### src/rtl/pfd_pkg.sv
`timescale 1ns/1ps
package pfd_pkg;

    typedef enum logic [1:0] {
        PD_IDLE = 2'd0,
        PD_UP   = 2'd1,
        PD_DN   = 2'd2
    } pd_state_e;

    typedef struct packed {
        logic drv;
        logic oe;
    } tri_drv_t;

    // Drive for one charge-pump output. lead_high selects the level used
    // when the reference is ahead; the opposite level is used when it lags.
    function automatic tri_drv_t drive_for(pd_state_e s, logic lead_high);
        tri_drv_t d;
        d = '0;
        case (s)
            PD_UP: begin d.oe = 1'b1; d.drv = lead_high;  end
            PD_DN: begin d.oe = 1'b1; d.drv = ~lead_high; end
            default: d = '0;
        endcase
        return d;
    endfunction

endpackage

### src/rtl/pd_edge_det.sv
`timescale 1ns/1ps
module pd_edge_det #(
    parameter int N = 2
) (
    input  logic         clk,
    input  logic         rst,
    input  logic [N-1:0] lvl,
    output logic [N-1:0] rise
);
    logic [N-1:0] lvl_q;

    for (genvar g = 0; g < N; g++) begin : g_bit
        always_ff @(posedge clk) begin
            if (rst) lvl_q[g] <= 1'b0;
            else     lvl_q[g] <= lvl[g];
        end
        assign rise[g] = lvl[g] & ~lvl_q[g];

        // a level already high on the previous edge cannot raise a new edge
        assert_no_level_retrigger_R11: assert property (@(posedge clk) disable iff (rst)
            ($past(lvl[g]) && lvl[g]) |-> !rise[g]);
    end
endmodule

### src/rtl/pd_core.sv
`timescale 1ns/1ps
module pd_core
    import pfd_pkg::*;
(
    input  logic      clk,
    input  logic      rst,
    input  logic      fr_rise,
    input  logic      fn_rise,
    output pd_state_e state,
    output logic      resolve
);
    pd_state_e st_q, st_n;
    logic      up_n, dn_n;

    always_comb begin
        up_n    = (st_q == PD_UP) || fr_rise;
        dn_n    = (st_q == PD_DN) || fn_rise;
        resolve = up_n && dn_n;
        if (resolve)   st_n = PD_IDLE;
        else if (up_n) st_n = PD_UP;
        else if (dn_n) st_n = PD_DN;
        else           st_n = PD_IDLE;
    end

    always_ff @(posedge clk) begin
        if (rst) st_q <= PD_IDLE;
        else     st_q <= st_n;
    end

    assign state = st_q;

    assert_never_both_R4: assert property (@(posedge clk) disable iff (rst)
        state != pd_state_e'(2'b11));

    assert_opposite_edge_ends_R4: assert property (@(posedge clk) disable iff (rst)
        (state == PD_UP && fn_rise) |=> state == PD_IDLE);

    assert_up_holds_R6: assert property (@(posedge clk) disable iff (rst)
        (state == PD_UP && !fn_rise) |=> state == PD_UP);

    assert_dn_holds_R6: assert property (@(posedge clk) disable iff (rst)
        (state == PD_DN && !fr_rise) |=> state == PD_DN);
endmodule

### src/rtl/pd_lock_filt.sv
`timescale 1ns/1ps
module pd_lock_filt #(
    parameter int ERR_THRESH  = 4,
    parameter int LOCK_CYCLES = 3
) (
    input  logic clk,
    input  logic rst,
    input  logic active,
    input  logic resolve,
    output logic lock_ok
);
    localparam int WW = $clog2(ERR_THRESH + 1);
    localparam int CW = $clog2(LOCK_CYCLES + 1);
    localparam logic [WW-1:0] W_MAX = WW'(ERR_THRESH);
    localparam logic [CW-1:0] C_MAX = CW'(LOCK_CYCLES);

    logic [WW-1:0] width_q;
    logic [CW-1:0] good_q;
    logic [WW:0]   width_now;
    logic          too_wide;

    assign width_now = {1'b0, width_q} + {{WW{1'b0}}, active};
    assign too_wide  = width_now >= {1'b0, W_MAX};

    always_ff @(posedge clk) begin
        if (rst) begin
            width_q <= '0;
        end else if (resolve) begin
            width_q <= '0;
        end else if (active && width_q < W_MAX) begin
            width_q <= width_q + 1'b1;
        end
    end

    always_ff @(posedge clk) begin
        if (rst) begin
            good_q <= '0;
        end else if (too_wide) begin
            good_q <= '0;
        end else if (resolve && good_q < C_MAX) begin
            good_q <= good_q + 1'b1;
        end
    end

    assign lock_ok = (good_q == C_MAX);

    assert_wide_error_drops_R10: assert property (@(posedge clk) disable iff (rst)
        (active && too_wide) |=> !lock_ok);

    assert_lock_on_compare_R9: assert property (@(posedge clk) disable iff (rst)
        $rose(lock_ok) |-> $past(resolve));
endmodule

### src/rtl/phase_det_lock.sv
`timescale 1ns/1ps
module phase_det_lock
    import pfd_pkg::*;
#(
    parameter int ERR_THRESH     = 4,
    parameter int LOCK_CYCLES    = 3,
    parameter bit LOCK_FILTER_EN = 1'b1
) (
    input  logic clk,
    input  logic rst,
    input  logic fr_in,
    input  logic fn_in,
    output logic pda_drv,
    output logic pda_oe,
    output logic pdp_drv,
    output logic pdp_oe,
    output logic ldt,
    output logic lock_ok
);
    logic [1:0] edges;
    pd_state_e  st;
    logic       resolve;
    tri_drv_t   drv_a, drv_p;

    pd_edge_det #(.N(2)) i_edge (
        .clk (clk),
        .rst (rst),
        .lvl ({fn_in, fr_in}),
        .rise(edges)
    );

    pd_core i_core (
        .clk    (clk),
        .rst    (rst),
        .fr_rise(edges[0]),
        .fn_rise(edges[1]),
        .state  (st),
        .resolve(resolve)
    );

    assign drv_p   = drive_for(st, 1'b1);
    assign drv_a   = drive_for(st, 1'b0);
    assign pdp_drv = drv_p.drv;
    assign pdp_oe  = drv_p.oe;
    assign pda_drv = drv_a.drv;
    assign pda_oe  = drv_a.oe;
    assign ldt     = (st == PD_IDLE);

    if (LOCK_FILTER_EN) begin : g_filt
        pd_lock_filt #(.ERR_THRESH(ERR_THRESH), .LOCK_CYCLES(LOCK_CYCLES)) i_filt (
            .clk    (clk),
            .rst    (rst),
            .active (!ldt),
            .resolve(resolve),
            .lock_ok(lock_ok)
        );
    end else begin : g_nofilt
        assign lock_ok = 1'b0;
    end

    assert_enables_match_R7: assert property (@(posedge clk) disable iff (rst)
        pda_oe == pdp_oe);

    assert_float_quiet_R7: assert property (@(posedge clk) disable iff (rst)
        !pda_oe |-> (!pda_drv && !pdp_drv));

    assert_opposite_sense_R3: assert property (@(posedge clk) disable iff (rst)
        pda_oe |-> (pda_drv != pdp_drv));

    assert_ldt_tracks_error_R8: assert property (@(posedge clk) disable iff (rst)
        ldt == !pdp_oe);

    assert_reset_idle_R1: assert property (@(posedge clk)
        $past(rst) |-> (ldt && !pda_oe && !lock_ok));
endmodule

### config.mk
export PLATFORM = sky130hd
export DESIGN_NAME = phase_det_lock
export DESIGN_NICKNAME = d
export VERILOG_FILES = /design/src/rtl/pfd_pkg.sv /design/src/rtl/pd_edge_det.sv /design/src/rtl/pd_core.sv /design/src/rtl/pd_lock_filt.sv /design/src/rtl/phase_det_lock.sv
export SDC_FILE = /design/constraint.sdc
export NUM_CORES = 1
export LEC_CHECK = 0
export CORE_AREA = 3 3 40 42
export DETAILED_ROUTE_END_ITERATION = 6
export DIE_AREA = 0 0 43 45
export GPL_TIMING_DRIVEN = 0
export HOLD_SLACK_MARGIN = 0.03
export PLACE_DENSITY = 0.67
export SETUP_SLACK_MARGIN = 0.05
export SLEW_MARGIN = 25
export SYNTH_ARGS = -nofsm -noshare
export SYNTH_HDL_FRONTEND = slang
export SYNTH_HIERARCHICAL = 1
export SYNTH_SLANG_ARGS = --single-unit
### constraint.sdc
create_clock -name clk -period 1.6 [get_ports clk]
set_input_delay 0.4 -clock clk [delete_from_list [all_inputs] [get_ports clk]]
set_output_delay 0.4 -clock clk [all_outputs]
set_load 0.01 [all_outputs]
## Yosys cells after proc, flatten, opt, wreduce, memory -nomap -nowiden

Cells that the tools add are included.

| storage, ports and cells | value |
|---|---|
| flip-flop bits (word level) | 9 |
| input bits | 4 |
| output and inout port bits | 6 |

| operators by class | value |
|---|---|
| $add $sub $neg | 3 |
| $lt $le $gt $ge | 3 |
| equal/unequal tests | 3 |
| muxes and demuxes | 4 |
| bitwise gates (word level) | 4 |
| reduce and logical (&&, ||, !) cells | 10 |

Operators with widths:

| operator | number |
|---|---|
| case mux 2 bit (2 select lines) | 2 |
| adder 3 x 1 -> 4 bit | 1 |
| == test 2 bit, second input constant | 2 |
| greater-or-equal comparator 4 x 3 -> 1 bit, second input constant | 1 |
| OR reduction 2 bit | 2 |
| adder 3 x 1 -> 3 bit, second input constant | 1 |
| logical AND 1 bit | 3 |
| < comparator 3 bit, second input constant | 1 |
| OR reduction 3 bit | 1 |
| adder 2 x 1 -> 2 bit, second input constant | 1 |
| AND 1 bit | 2 |
| == test 2 x 1 -> 1 bit, second input constant | 1 |
| zero test 2 bit | 1 |
| logical OR 1 bit | 2 |
| < comparator 2 bit, second input constant | 1 |
| two-way mux 2 bit | 1 |
| inverter 1 bit | 2 |
| zero test 1 bit | 1 |
| two-way mux 1 bit | 1 |

## Depth between registers and ports, before layout

Gate-level depths: netlist (run 1).

| depth | value |
|---|---|
| depth in word-level cells | 5 |
| mapped depth | 6 |
| depth with buffers taken out | 6 |

## Modules after synthesis

Netlist (run 1), hierarchy kept.

Modules (own cells, without submodules):

| module | instances | cells each | area an instance (sq um) | sequential area each (sq um) |
|---|---|---|---|---|
| pd_lock_filt | 1 | 20 | 221.5 | 100.1 |
| pd_core | 1 | 11 | 96.3 | 40.0 |
| pd_edge_det | 1 | 6 | 70.1 | 40.0 |
| phase_det_lock | 1 | 8 | 68.8 | 0.0 |

## Worst setup path after synthesis (run 1)

OpenSTA, ideal clock, no wires.

| path | value |
|---|---|
| path type | input to register |
| start point | in fr_in |
| end point | reg g_filt.i_filt.good_q[1] |
| library setup time | 0.114 ns |
| arrival time | 1.273 ns |
| required time | 1.486 ns |
| slack | 0.213 ns |
| cell stages on the path | 6 |
| buffers on the path | 0 |
| path through | nor2b_2 > a21oi_1 > o22ai_1 > and2b_1 > mux2i_1 > nor2_1 |

| on the way | value |
|---|---|
| cells in the longest elaborated chain, start to end | 4 |

RTL lines:

| element | line | text |
|---|---|---|
| from (decl) | phase_det_lock.sv:11 | `input logic fr_in,` |
| AND 1 bit | pd_edge_det.sv:17 | `assign rise[g] = lvl[g] & ~lvl_q[g];` |
| logical OR 1 bit | pd_core.sv:16 | `up_n = (st_q == PD_UP) \|\| fr_rise;` |
| logical AND 1 bit | pd_core.sv:18 | `resolve = up_n && dn_n;` |
| net resolve | phase_det_lock.sv:22 | `logic resolve;` |
| logical AND 1 bit | pd_lock_filt.sv:40 | `end else if (resolve && good_q < C_MAX) begin` |
| to (signal assigned) | pd_lock_filt.sv:41 | `good_q <= good_q + 1'b1;` |
| to (decl) | pd_lock_filt.sv:18 | `logic [CW-1:0] good_q;` |

The timed path passes the listed nets, and every way through them passes these cells.
A chain may end at the register's enable or synchronous reset.

## Worst setup path in the final report (run 1)

| path | value |
|---|---|
| start point | reg i_core.st_q[0], in the netlist i_core/state[0] |
| end point | out pdp_oe |

| on the way | value |
|---|---|
| cells in the longest elaborated chain, start to end | 2 |

RTL lines:

| element | line | text |
|---|---|---|
| from (decl) | pd_core.sv:12 | `pd_state_e st_q, st_n;` |
| from (signal assigned) | pd_core.sv:27 | `else st_q <= st_n;` |
| == test 2 bit / == test 2 x 1 -> 1 bit (equally long branches) | pfd_pkg.sv:20 | `case (s)` |
| case mux 2 bit (2 select lines) (*) | pfd_pkg.sv:20 |  |
| to (decl) | phase_det_lock.sv:16 | `output logic pdp_oe,` |

Every way passes the cells marked *; elsewhere a longest branch is shown, timed or not.

==> results of run 1 <==
-- logic make-up (layout without fill, tap and decap cells) --
| logic type | after synthesis | after routing | synth area share (%) |
|---|---|---|---|
| AO/OA/AOI/OAI | 4 | 4 | 5.75 |
| XOR/XNOR | 2 | 2 | 3.84 |
| adder cells (fa/ha/maj) | 8 | 8 | 21.1 |
| buffers and inverters | 6 | 24 | 5.75 |
| flip-flops | 9 | 9 | 39.5 |
| multiplexers | 2 | 2 | 4.38 |
| AND/OR/NAND/NOR | 14 | 14 | 19.7 |
-- per-stage QoR --
step | worst slack [ps] | utilization (%) | total power [W] | hold slack (ps)
after floorplan | 213 | - | 0.000323 | 465
after global placement | -407 | 44.0 | 0.000362 | 486
after detailed placement | -415 | 44.0 | 0.000364 | 499
after CTS | 62.4 | 49.9 | 0.000558 | 513
after global routing | 30.0 | 52.2 | 0.000604 | 424
final | 76.7 | 52.2 | 0.000567 | 399
-- worst max-delay path, cell delays in order, from the launching register on --
cell and delay, ps:
dfxtp_4 370, inv_4 50, ha_4 230, buf_6 110, buf_6 110
-- cell usage in the layout, fill, tap and decap left out, drive strengths merged --
cell type	instances
dfxtp	9
clkbuf	4
o22ai	1
nor3b	1
nor2	2
nand2	1
a21oi	2
xnor2	2
a311o	1
and2b	1
clkdlybuf4s15	3
maj3	2
dlymetal6s2s	1
inv	5
nor3	4
nor2b	5
clkdlybuf4s50	1
mux2i	2
buf	8
dlygate4sd2	2
ha	6
-- power groups by stage --
stage	registers, W	logic [W]	clock network [W]
after floorplan	0.000252	0.0000712	0
after global placement	0.000254	0.000108	0
after detailed placement	0.000255	0.000110	0
after CTS	0.000249	0.000122	0.000187
after global routing	0.000252	0.000148	0.000205
final	0.000250	0.000133	0.000184
-- layout make-up --
| class | count | share of cell area (%) |
|---|---|---|
| multi-input cells | 30 | 41.6 |
| flip-flops and latches | 9 | 28.0 |
| repair buffers | 14 | 18.5 |
| clock buffers | 4 | 3.92 |
| inverters | 5 | 3.54 |
| well taps | 15 | 2.80 |
| plain buffers | 1 | 1.68 |
-- metal layers --
| metal | up-vias | global-route usage (%) | part of all wire, % |
|---|---|---|---|
| li1 | 186 | - | - |
| met2 | 7 | 19.5 | 52 |
| met3 | 0 | 3.59 | 4.3 |
| met1 | 161 | 12.9 | 44 |
| met4 | 0 | 9.04 | 0 |
| met5 | - | 0 | 0 |
-- sequential cells by signal, indices dropped and copies added, names as in the netlist --
name / count
i_core/state: 2
g_filt.i_filt/width_q: 3
i_edge/lvl_q: 2
g_filt.i_filt/good_q: 2
-- repair_timing --
action	CTS	global route
resized for setup	20	10
setup buffers	4	1
endpoints found under the hold margin	0	0
pin swaps	2	2
endpoints found under the setup margin	8	5
-- worst min-delay path by stage --
| stage | cells after the start | endpoint | from |
|---|---|---|---|
| floorplan | 2 | g_filt.i_filt/good_q[1] | g_filt.i_filt/good_q[1] |
| global placement | 2 | g_filt.i_filt/good_q[1] | g_filt.i_filt/good_q[1] |
| detailed placement | 2 | g_filt.i_filt/good_q[1] | g_filt.i_filt/good_q[1] |
| CTS | 2 | g_filt.i_filt/good_q[1] | g_filt.i_filt/good_q[1] |
| global route | 2 | i_edge/lvl_q[1] | fn_in |
| finish | 2 | i_edge/lvl_q[1] | fn_in |
==> flow_summary.toml, run 1 <==
[outcome]
outcome = "finished clean"

[worst_setup_path]
crit_start = "i_core/state[0]"
ff2ff_path_depth = 7
reg2reg_slack_ps = 230
startpoint_type = "flip-flop"
critical_path_class = "flip-flop to output port"
crit_arrival_ps = 1120
crit_end = "pdp_oe"
crit_path_max_fanout = 3
worstPathRequired_ps = 1200
r2r-end = "g_filt.i_filt/good_q[1]"
end_kind = "output port"
r2r_start = "i_core/state[1]"

[logic_synthesis]
seq_area_frac_synth_pct = 39.5
synth_area_leader_cell = "dfxtp_1"
synthTopCellsByCount = "9 x dfxtp_1, 6 x ha_1, 5 x inv_1"
synth_warnings = 6
syn_inst = 45
synth_top_area_share_pct = 39.5
synth_edf_count = 0
avgSynthCellArea_um2 = 10.1
syn_area_um2 = 457
async_reset_ff_share_pct = 0
synthesis.nets = 55
yosysUniqueCellTypes = 19
synthTopCellsByArea = "dfxtp_1 39%, ha_1 16%, mux2i_1 4.4%"
synth_seq_cells = 9
yosysMostFrequentCell = "dfxtp_1"
ys.flop_type = "dfxtp_1"

[clock_tree]
cts_hold_buf = 0
cts.sinks = 9
cts-root-buf = "clkbuf_4"
htree_levels = 1
cts_tree = "built"
cts_buffers = 3
path_clk_slew_ps = 70
clk_latency_ps = 260
cts.path.max_buffers = 2

[place]
dpl_cell_area_um2 = 566
gp_congestion = 0.625
dp.cells = 69
portBuffers = 9
dpl.hpwl_um = 554

[layout]
multi_input_area_um2 = 279
regArea_um2 = 188
final_net_count = 74
nFillCells = 124
final_cells = 78
areaGrowthSynthToFinish_pct = 46.8
diodes = 0
fin_area_um2 = 671
drive_above_1_share_pct = 34.9

[timing]
rsz0062_at_grt = "true"
fin_crit_sh_pct = 95.2
finalClockSkew_ps = 0.821
maxSlewViolCount = 0
setup_viol = 0
max_slew_margin_pct = 80.6
finalSetupTns_ps = 0
finalHoldViolations = 0
fmax_ghz = 0.656
worst_slew_pin_slew_ps = 290
period_needed_ps = 1520

[drt]
drtAntennaViolNets = 0
first_pass_iters = 3
viasPerCell = 4.54
wire_per_inst_um = 11.9
initialDrtViolationCount = 1
drc = 0
detail_route.wirelength_um = 925
via_count = 354

[pwr]
combPwrFrac_pct = 23.4
p_clk_share_pct = 32.5
pwr_density_cell_nw_per_um2 = 846
power.switching_w = 0.000157
peakVddDrop_mv = 0.407
p_leak_nw = 0.308
power.internal_w = 0.000410
pwr-share-seq_pct = 44.0
swShare_pct = 27.6

[global_routing]
track_usage_pct = 11.9
grt_pass1_vias = 375
grt_pass1_wl_mm = 1.59
antenna_found_initial = 0
globalRouteOverflowTotal = 0
grt_max_degree = 9

[die]
start_util_pct = 35.5
rows = 13
die_y_um = 45
core_um2 = 1280
die-area_um2 = 1940
ios = 10
dieWidth_um = 43

[worst_hold_path]
hold_class = "primary input to flip-flop"

[run]
maxCapViolCount = 0
Note: power is estimated with default switching activity, not from simulation.
==> inputs of run 2 (changes only) <==
--- a/config.mk
+++ b/config.mk
@@ -5,12 +5,12 @@
 export SDC_FILE = /design/constraint.sdc
 export NUM_CORES = 1
 export LEC_CHECK = 0
-export CORE_AREA = 3 3 40 42
+export CORE_MARGIN = 3
+export CORE_UTILIZATION = 25
 export DETAILED_ROUTE_END_ITERATION = 6
-export DIE_AREA = 0 0 43 45
 export GPL_TIMING_DRIVEN = 0
 export HOLD_SLACK_MARGIN = 0.03
-export PLACE_DENSITY = 0.67
+export PLACE_DENSITY = 0.54
 export SETUP_SLACK_MARGIN = 0.05
 export SLEW_MARGIN = 25
 export SYNTH_ARGS = -nofsm -noshare
==> run 2 against run 1 <==
  * Clock skew is 6.8 ps higher
  * Non-clock buffer count is 1 lower
  * Cell count is 10% higher
  * Register-to-register slack better by 40 ps
  * Sequential cell count stayed put
  * Global-route usage is 5.0 points lower
==> flow_summary.toml, run 2 (synthesized netlist as in run 1, its figures left out) <==
[clock_tree]
cts_hold_buf = 0
cts_buffers = 3
cts_tree = "built"
cts.sinks = 9
path_clk_slew_ps = 60
htree_levels = 1
cts-root-buf = "clkbuf_4"
cts.path.max_buffers = 2
clk_latency_ps = 250

[worst_setup_path]
crit_arrival_ps = 1110
r2r-end = "g_filt.i_filt/good_q[1]"
critical_path_class = "flip-flop to output port"
worstPathRequired_ps = 1200
end_kind = "output port"
ff2ff_path_depth = 7
reg2reg_slack_ps = 270
crit_path_max_fanout = 3
r2r_start = "i_core/state[1]"
startpoint_type = "flip-flop"

[timing]
period_needed_ps = 1510
finalClockSkew_ps = 7.62
fmax_ghz = 0.660
holdWs_ps = 403
setup_viol = 0
worst_slew_pin_slew_ps = 299
rsz0062_at_grt = "true"
max_slew_margin_pct = 80.0
maxSlewViolCount = 0
fin_crit_sh_pct = 94.7
finalHoldViolations = 0

[layout]
areaGrowthSynthToFinish_pct = 47.7
top_register = "g_filt.i_filt/width_q"
final_net_count = 73
final_core_util_pct = 41.8
drive_above_1_share_pct = 35.5
layout_commonest_cell = "dfxtp_1"
mostFrequentLayoutCells = "7 x dfxtp_1, 5 x ha_1, 4 x nor3_1, 4 x buf_4"
regArea_um2 = 185
multi_input_area_um2 = 284
nFillCells = 176
largest_reg_flops = 3
diodes = 0

[global_routing]
track_usage_pct = 6.88
globalRouteOverflowTotal = 0
grt_max_degree = 9
grt_pass1_vias = 315
antenna_found_initial = 0
grt_pass1_wl_mm = 1.22

[drt]
detail_route.wirelength_um = 716
initialDrtViolationCount = 3
met2_length_um = 325
drc = 0
first_pass_iters = 2
wire_per_inst_um = 8.33
routed.top_layer = "met3"
m1WireLength_um = 348
viasPerCell = 4.02
drtAntennaViolNets = 0
via_count = 346
met3WireLength_um = 42

[die]
rows = 14
start_util_pct = 28.3
dieWidth_um = 48.7
die-area_um2 = 2380
die_y_um = 48.7
core_um2 = 1610
ios = 10

[run]
maxCapViolCount = 0

[outcome]
outcome = "finished clean"

[pwr]
p_leak_nw = 0.303
pwr_density_cell_nw_per_um2 = 813
peakVddDrop_mv = 0.467

[place]
gp_congestion = 0.628
portBuffers = 9
dpl.hpwl_um = 522

[worst_hold_path]
whs_path_depth = 2
hold_start = "fn_in"
hold_class = "primary input to flip-flop"
min_to = "i_edge/lvl_q[1]"
run 2: routing by layer:
layer  global-route usage [%]  vias up
met3                     3.07        0
li1                         -      181
met4                     5.69        0
met2                     9.95        9
met5                        0        -
met1                     7.68      156
run 2: report_power, final:
part | switching [W] | internal (W)
logic | 0.0000527 | 0.0000750
clock network | 0.0000754 | 0.0000958
registers | 0.0000116 | 0.000238
run 2: how the worst max path moves through the flow:
stage                     from                       to  slack (ps)  cells past startpoint
2_1_floorplan            fr_in  g_filt.i_filt/good_q[1]         210                      6
3_3_place_gp             fr_in  g_filt.i_filt/good_q[1]        -450                      7
3_5_place_dp             fr_in  g_filt.i_filt/good_q[1]        -400                      7
4_1_cts        i_core/state[0]                   pdp_oe          50                      4
5_1_grt        i_core/state[0]                   pdp_oe          40                      4
6_report       i_core/state[0]                   pdp_oe          90                      4
run 2: final cells by class:
| class | count | area share [%] |
|---|---|---|
| Multi-Input combinational cell | 30 | 42.1 |
| Sequential cell | 9 | 27.5 |
| Timing Repair Buffer | 13 | 17.3 |
| Tap cell | 24 | 4.45 |
| Clock buffer | 4 | 3.90 |
| Inverter | 5 | 3.15 |
| Buffer | 1 | 1.67 |
run 2: per-stage QoR:
stage | setup TNS (ps) | std cells | worst slack, ps | instance area (um2) | power, W
floorplan | 0 | 45 | 213 | 457 | 0.000323
global placement | -1530 | 78 | -450 | 577 | 0.000363
detailed placement | -1320 | 78 | -400 | 577 | 0.000363
CTS | 0 | 86 | 50.8 | 657 | 0.000549
global route | 0 | 86 | 44.1 | 674 | 0.000588
finish | 0 | 86 | 85.5 | 674 | 0.000549
run 2: worst max-delay path, stage by stage, from the launching register on:
cell and delay (ps):
dfxtp_4 370, inv_4 50, ha_4 230, buf_6 110
buf_6 110
run 2: what timing repair did:
action | 4_1_cts | 5_1_grt
gates cloned | 0 | 0
pin swaps | 2 | 2
resized for setup | 21 | 8
setup buffers | 4 | 0
endpoints found under the setup margin | 8 | 6
